$ cat src/rtl/rvt_pkg.sv
package rvt_pkg;
    typedef enum logic [2:0] {
        K_ADDI   = 3'd0,
        K_SUBI   = 3'd1,
        K_LEA    = 3'd2,
        K_MOVR   = 3'd3,
        K_MOVI   = 3'd4,
        K_XORS   = 3'd5,
        K_ORS    = 3'd6,
        K_OPAQUE = 3'd7
    } uop_kind_e;

    typedef enum logic [1:0] {
        ENT_LOST    = 2'd0,
        ENT_PENDING = 2'd1,
        ENT_KNOWN   = 2'd2
    } ent_state_e;
endpackage

$ cat src/rtl/rvt_eval.sv
module rvt_eval
    import rvt_pkg::*;
#(
    parameter int XLEN = 32
) (
    input  uop_kind_e         kind_i,
    input  logic              is_load_i,
    input  logic              src_known_i,
    input  logic [XLEN-1:0]   src_val_i,
    input  logic [XLEN-1:0]   imm_i,
    output logic              res_known_o,
    output logic [XLEN-1:0]   res_val_o
);
    always_comb begin
        res_known_o = 1'b0;
        res_val_o   = '0;
        unique case (kind_i)
            K_ADDI: begin
                res_known_o = src_known_i;
                res_val_o   = src_val_i + imm_i;
            end
            K_SUBI: begin
                res_known_o = src_known_i;
                res_val_o   = src_val_i - imm_i;
            end
            K_LEA: begin
                res_known_o = src_known_i;
                res_val_o   = src_val_i + imm_i;
            end
            K_MOVR, K_ORS: begin
                res_known_o = src_known_i;
                res_val_o   = src_val_i;
            end
            K_MOVI: begin
                res_known_o = 1'b1;
                res_val_o   = imm_i;
            end
            K_XORS: begin
                res_known_o = 1'b1;
                res_val_o   = '0;
            end
            K_OPAQUE: begin
                res_known_o = 1'b0;
                res_val_o   = '0;
            end
        endcase
        if (is_load_i) begin
            res_known_o = 1'b0;
        end
    end
endmodule

$ cat src/rtl/rvt_entry.sv
module rvt_entry
    import rvt_pkg::*;
#(
    parameter int XLEN = 32,
    parameter int TAGW = 6
) (
    input  logic            clk,
    input  logic            rst_n,
    input  logic            flush_i,
    input  logic            restore_i,
    input  logic            snap_known_i,
    input  logic [XLEN-1:0] snap_val_i,
    input  logic            wr_en_i,
    input  logic            wr_known_i,
    input  logic [XLEN-1:0] wr_val_i,
    input  logic [TAGW-1:0] wr_tag_i,
    input  logic            wb_valid_i,
    input  logic [TAGW-1:0] wb_tag_i,
    input  logic [XLEN-1:0] wb_data_i,
    output ent_state_e      state_o,
    output logic [XLEN-1:0] val_o,
    output logic [TAGW-1:0] tag_o
);
    ent_state_e      st_q, st_d;
    logic [XLEN-1:0] val_q, val_d;
    logic [TAGW-1:0] tag_q, tag_d;

    always_ff @(posedge clk) begin
        if (!rst_n) begin
            st_q  <= ENT_LOST;
            val_q <= '0;
            tag_q <= '0;
        end else begin
            st_q  <= st_d;
            val_q <= val_d;
            tag_q <= tag_d;
        end
    end

    always_comb begin
        st_d  = st_q;
        val_d = val_q;
        tag_d = tag_q;
        if (flush_i) begin
            if (restore_i && snap_known_i) begin
                st_d  = ENT_KNOWN;           // flush_restore
                val_d = snap_val_i;
            end else begin
                st_d  = ENT_LOST;            // flush_drop
            end
        end else if (wr_en_i) begin
            if (wr_known_i) begin
                st_d  = ENT_KNOWN;           // write_known
                val_d = wr_val_i;
            end else begin
                st_d  = ENT_PENDING;         // write_opaque
                tag_d = wr_tag_i;
            end
        end else begin
            unique case (st_q)
                ENT_PENDING: begin
                    if (wb_valid_i && (wb_tag_i == tag_q)) begin
                        st_d  = ENT_KNOWN;   // wb_hit
                        val_d = wb_data_i;
                    end
                end
                ENT_KNOWN, ENT_LOST: begin
                    st_d = st_q;
                end
                default: st_d = ENT_LOST;
            endcase
        end
    end

    assign state_o = st_q;
    assign val_o   = val_q;
    assign tag_o   = tag_q;
endmodule

$ cat src/rtl/rvt_tracker.sv
module rvt_tracker
    import rvt_pkg::*;
#(
    parameter int NREGS = 8,
    parameter int XLEN  = 32,
    parameter int TAGW  = 6,
    localparam int RIDX = $clog2(NREGS)
) (
    input  logic                  clk,
    input  logic                  rst_n,
    input  logic                  uop_valid,
    input  logic [2:0]            uop_kind,
    input  logic                  uop_wr,
    input  logic                  uop_is_load,
    input  logic [RIDX-1:0]       uop_dst,
    input  logic [RIDX-1:0]       uop_src,
    input  logic [XLEN-1:0]       uop_imm,
    input  logic [TAGW-1:0]       uop_tag,
    input  logic                  wb_valid,
    input  logic [TAGW-1:0]       wb_tag,
    input  logic [XLEN-1:0]       wb_data,
    input  logic                  flush,
    input  logic                  restore,
    input  logic [NREGS-1:0]      snap_known,
    input  logic [NREGS*XLEN-1:0] snap_vals,
    output logic                  ea_valid,
    output logic [XLEN-1:0]       ea_addr,
    output logic                  early_done
);
    ent_state_e      ent_st  [NREGS];
    logic [XLEN-1:0] ent_val [NREGS];
    logic [TAGW-1:0] ent_tag [NREGS];

    logic            src_hit, src_known;
    logic [XLEN-1:0] src_val;
    logic            res_known;
    logic [XLEN-1:0] res_val;
    logic            take_uop;

    assign take_uop = uop_valid && !flush;

    // source read with writeback forwarding
    always_comb begin
        src_hit   = wb_valid && (ent_st[uop_src] == ENT_PENDING)
                    && (ent_tag[uop_src] == wb_tag);
        src_known = (ent_st[uop_src] == ENT_KNOWN) || src_hit;
        src_val   = src_hit ? wb_data : ent_val[uop_src];
    end

    rvt_eval #(.XLEN(XLEN)) u_eval (
        .kind_i      (uop_kind_e'(uop_kind)),
        .is_load_i   (uop_is_load),
        .src_known_i (src_known),
        .src_val_i   (src_val),
        .imm_i       (uop_imm),
        .res_known_o (res_known),
        .res_val_o   (res_val)
    );

    for (genvar gi = 0; gi < NREGS; gi++) begin : g_ent
        logic wr_en;
        assign wr_en = take_uop && uop_wr && (uop_dst == RIDX'(gi));
        rvt_entry #(.XLEN(XLEN), .TAGW(TAGW)) u_ent (
            .clk          (clk),
            .rst_n        (rst_n),
            .flush_i      (flush),
            .restore_i    (restore),
            .snap_known_i (snap_known[gi]),
            .snap_val_i   (snap_vals[gi*XLEN +: XLEN]),
            .wr_en_i      (wr_en),
            .wr_known_i   (res_known),
            .wr_val_i     (res_val),
            .wr_tag_i     (uop_tag),
            .wb_valid_i   (wb_valid),
            .wb_tag_i     (wb_tag),
            .wb_data_i    (wb_data),
            .state_o      (ent_st[gi]),
            .val_o        (ent_val[gi]),
            .tag_o        (ent_tag[gi])
        );
    end

    always_ff @(posedge clk) begin
        if (!rst_n || flush) begin
            ea_valid   <= 1'b0;
            ea_addr    <= '0;
            early_done <= 1'b0;
        end else begin
            ea_valid   <= uop_valid && uop_is_load && src_known;
            ea_addr    <= src_val + uop_imm;
            early_done <= uop_valid && uop_wr && res_known;
        end
    end
endmodule

$ cat config.mk
export PLATFORM = sky130hd
export DESIGN_NAME = rvt_tracker
export DESIGN_NICKNAME = d
export VERILOG_FILES = /design/src/rtl/rvt_pkg.sv /design/src/rtl/rvt_eval.sv /design/src/rtl/rvt_entry.sv /design/src/rtl/rvt_tracker.sv
export SDC_FILE = /design/constraint.sdc
export NUM_CORES = 1
export LEC_CHECK = 0
export ABC_CLOCK_PERIOD_IN_PS = 6950
export CAP_MARGIN = 30
export CORE_ASPECT_RATIO = 1.5
export CORE_MARGIN = 2
export CORE_UTILIZATION = 30
export DETAILED_ROUTE_END_ITERATION = 6
export GPL_TIMING_DRIVEN = 0
export SLEW_MARGIN = 20
export SYNTH_ARGS = -nofsm -noshare
export SYNTH_HDL_FRONTEND = slang
export SYNTH_HIERARCHICAL = 1
export SYNTH_SLANG_ARGS = --single-unit
export TNS_END_PERCENT = 1
$ cat constraint.sdc
create_clock -name clk -period 6.95 [get_ports clk]
set_input_delay 1.0425 -clock clk [delete_from_list [all_inputs] [get_ports clk]]
set_output_delay 1.0425 -clock clk [all_outputs]
set_load 0.005 [all_outputs]
==> reports/results.txt <==
Power Dens Cells -> 171.4 nW/um^2
Metal3 WL -> 10,380 microns
Flip-flop and latch area -> 7087 sq um
ANT nets after route -> 0
Synth Warn # -> 6
Yosys cell types -> 79
Leakage -> 14.10 nW
Startpoint Class -> input port
Critical R2R Launch -> g_ent[7].u_ent/state_o[1]$_SDFFE_PN0P_
Starting DRT DRC Count -> 2,424
Fin. Hold Viols -> 0
Arr. time, crit path -> 7.27 ns
Root buf cell -> clkbuf_16
CP required -> 7.48 ns
RSZ-0062 raised after global routing -> false
Met2 WL post-DR -> 60,590 microns
Slew HR -> 32.36%
Non-filler cells, final -> 4,965
Fmax -> 148.2 MHz
I/O pin cnt -> 391
Worst slew pin tran -> 1.015 ns
Commonest cells after routing, fill and taps aside -> nand2_1 (840), mux2i_1 (598), clkdlybuf4s50_1 (385), dfxtp_1 (354), o21ai_0 (311)
Drt first pass iters -> 6
Avg Cell Area, Syn -> 8.350 sq um
Crit path max fanout -> 10
Sequential fraction of the synthesis area -> 25.65%
Global route total overflow -> 0
Syn nets -> 3,736
Asr flop ratio synth -> 0%
Share of layout cells above drive strength 1 -> 10.95%
Maximum vdd ir drop -> 149.2 uV
CP Launch Point -> uop_src[2]
Final Cycle Share -> 97.06%
Hold path depth -> 2
Synthesized area -> 27,630 sq um
Post-synthesis cell count -> 3,309
Initial antenna violation count -> 9
DRC viols -> 0
Worst Skew -> 0.01940 ns
Hold Path Class -> reg2reg
#FFs+latches synth -> 354
Largest area contributor in the netlist -> dfxtp_1
Utilization after layout -> 37.92%
Vias in the first global route -> 27,430
Top cells by area, synth -> dfxtp_1 (26%), mux2i_1 (22%), nand2_1 (11%)
Die span in y -> 375.7 microns
Multi-input logic area -> 19,220 sq um
Met1 Wirelength -> 48,990 microns
Die span in x -> 251.8 microns
Outcome -> finished, final reports clean
Largest net degree at the start of global routing -> 53
H-tree levels -> 2
WHS -> 0.4582 ns
Clock Sink Count -> 354
Nets -> 4,184
Core footprint -> 91,550 sq um
Tot Pwr -> 5.950 mW
Worst-Skew Late Latency -> 0.61 ns
Cts bufs inserted -> 43
Synth Flop Type -> dfxtp_1
Worst hold path startpoint -> g_ent[4].u_ent/val_o[13]$_SDFFE_PN0P_
Via/cell ratio -> 5.501
Hpwl dp -> 102,900 microns
Final period demand of the worst path -> 6.746 ns
Initial Util -> 30.18%
Number of instances in the placed design -> 4,879
Routed WL -> 128,900 microns
CTS tree -> done
Final setup fails -> 0
First-pass GRT wire length -> 182,100 microns
Worst Reg-to-Reg Cells -> 24
Finished Cell Area -> 34,710 sq um
Crit end category -> register
Final Max Slew Viols -> 0
Post-synth EDFFs -> 0
Row Count -> 136
FF-to-FF setup slack -> 0.59 ns
Final estimated routing congestion in global placement -> 0.9766
DR WL/cell -> 25.97 microns
Gr usage total -> 26.27%
Post-placement cell area -> 33,100 sq um
Synth top area share -> 25.65%
Max-cap violations -> 0
Top layer reached by signal wires -> met5
Reg clk slew, reported paths -> 0.06 ns
Clock Path Buffers -> 3
Buffers on Ports -> 386
CP Capture Point -> g_ent[6].u_ent/val_o[30]$_SDFFE_PN0P_
Via count -> 27,310
Fillers -> 9,566
Most common cell after layout, fill and taps aside -> nand2_1
CP Class -> in2reg
R2R Path End -> g_ent[6].u_ent/val_o[30]$_SDFFE_PN0P_
Die ar. -> 94,590 sq um
Area grow syn2layout -> 25.63%
-- through the flow --
| step | setup WS, ns | setup TNS, ns |
|---|---|---|
| after CTS | 0.03420 | 0 |
| after detailed placement | -1.434 | -185.44 |
| after global routing | 0.002848 | 0 |
| final | 0.2040 | 0 |
| after global placement | -1.860 | -239.99 |
| after floorplan | 0.6476 | 0 |
-- synth_stat cells (all sizes together), types with 4 or more instances --
master  instances
a211oi          9
a21boi         10
a21o           35
a21oi          77
a31o            4
a31oi          15
a32o            7
and2           12
and3            8
buf           119
clkbuf        131
dfxtp         354
ha             68
inv            15
mux2           68
mux2i         598
mux4           77
nand2         848
nand2b         15
nand3          45
nand4          24
nor2           81
nor2b          59
nor3           26
nor3b          25
nor4            5
o211ai          9
o21a           14
o21ai         333
o21bai          5
o221ai         11
o22ai           5
o311ai          5
o31ai          11
or3             5
xnor2         104
xor2           35
-- cells by family (layout without fill, tap and decap cells) --
kind of cell / Yosys count / after routing / synth area share [%]
other cells: 0 / 2 / 0
simple gates: 1159 / 1159 / 18.10
xor+xnor: 139 / 139 / 4.406
compound gates: 576 / 576 / 12.68
buf+inv: 268 / 749 / 5.217
flops: 354 / 354 / 25.65
fa+ha+maj: 70 / 70 / 3.224
mux: 743 / 743 / 30.72
-- metal layers --
metal / track usage [%] / up-vias
li1: - / 12530
met1: 30.60 / 13090
met2: 44.14 / 1324
met3: 5.221 / 354
met4: 16.27 / 12
met5: 0 / -
-- report_power, final --
group	total (mW)	internal, mW	switching (mW)
clock network	2.40	1.38	1.02
registers	2.10	2.08	0.0240
logic	1.45	0.576	0.878
-- registers in the layout (all words and copies together) (netlist names) --
| name | cells |
|---|---|
| g_ent.u_ent/state_o | 16 |
| ea_valid | 1 |
| ea_addr | 32 |
| g_ent.u_ent/tag_o | 48 |
| g_ent.u_ent/val_o | 256 |
| early_done | 1 |
-- how the worst min path moves through the flow --
stage,to,slack [ns]
global placement,g_ent[7].u_ent/val_o[21]$_SDFFE_PN0P_,0.44
finish,g_ent[4].u_ent/val_o[13]$_SDFFE_PN0P_,0.46
CTS,g_ent[4].u_ent/val_o[30]$_SDFFE_PN0P_,0.46
global route,g_ent[4].u_ent/val_o[27]$_SDFFE_PN0P_,0.47
floorplan,g_ent[2].u_ent/val_o[31]$_SDFFE_PN0P_,0.43
detailed placement,g_ent[4].u_ent/val_o[30]$_SDFFE_PN0P_,0.45
-- final cells by class --
class | instances | area share, %
multi-input cells | 2687 | 55.36
flip-flops and latches | 354 | 20.42
repair buffers | 403 | 11.56
well taps | 1173 | 4.228
plain buffers | 250 | 4.005
clock buffers | 56 | 3.587
clock inverters | 22 | 0.6272
inverters | 18 | 0.1947
diodes | 2 | 0.01442
-- worst max-delay path, stage by stage --
cell and delay [ns]:
clkbuf_1 0.42, clkbuf_1 0.33, buf_6 0.24, clkbuf_1 0.61
mux4_2 0.45, mux2_2 0.28, mux2_2 0.34, ha_1 0.27
fa_1 0.46, a21oi_2 0.16, nor2b_2 0.07, a2111oi_4 0.45
o21ai_2 0.22, a211oi_2 0.36, o31ai_1 0.13, a21oi_1 0.24
xor2_1 0.13, o221ai_1 0.24, buf_4 0.25, mux2i_1 0.09
o21ai_0 0.21, nand2_1 0.08, mux2i_1 0.18
-- timing repair --
item	CTS	global route
hold buffers	0	0
cloned	0	0
setup endpoints to repair	145	91
pin swaps	1	0
gates resized for setup	8	16
buffers inserted	3	0
(Power assumes the default switching activity.)
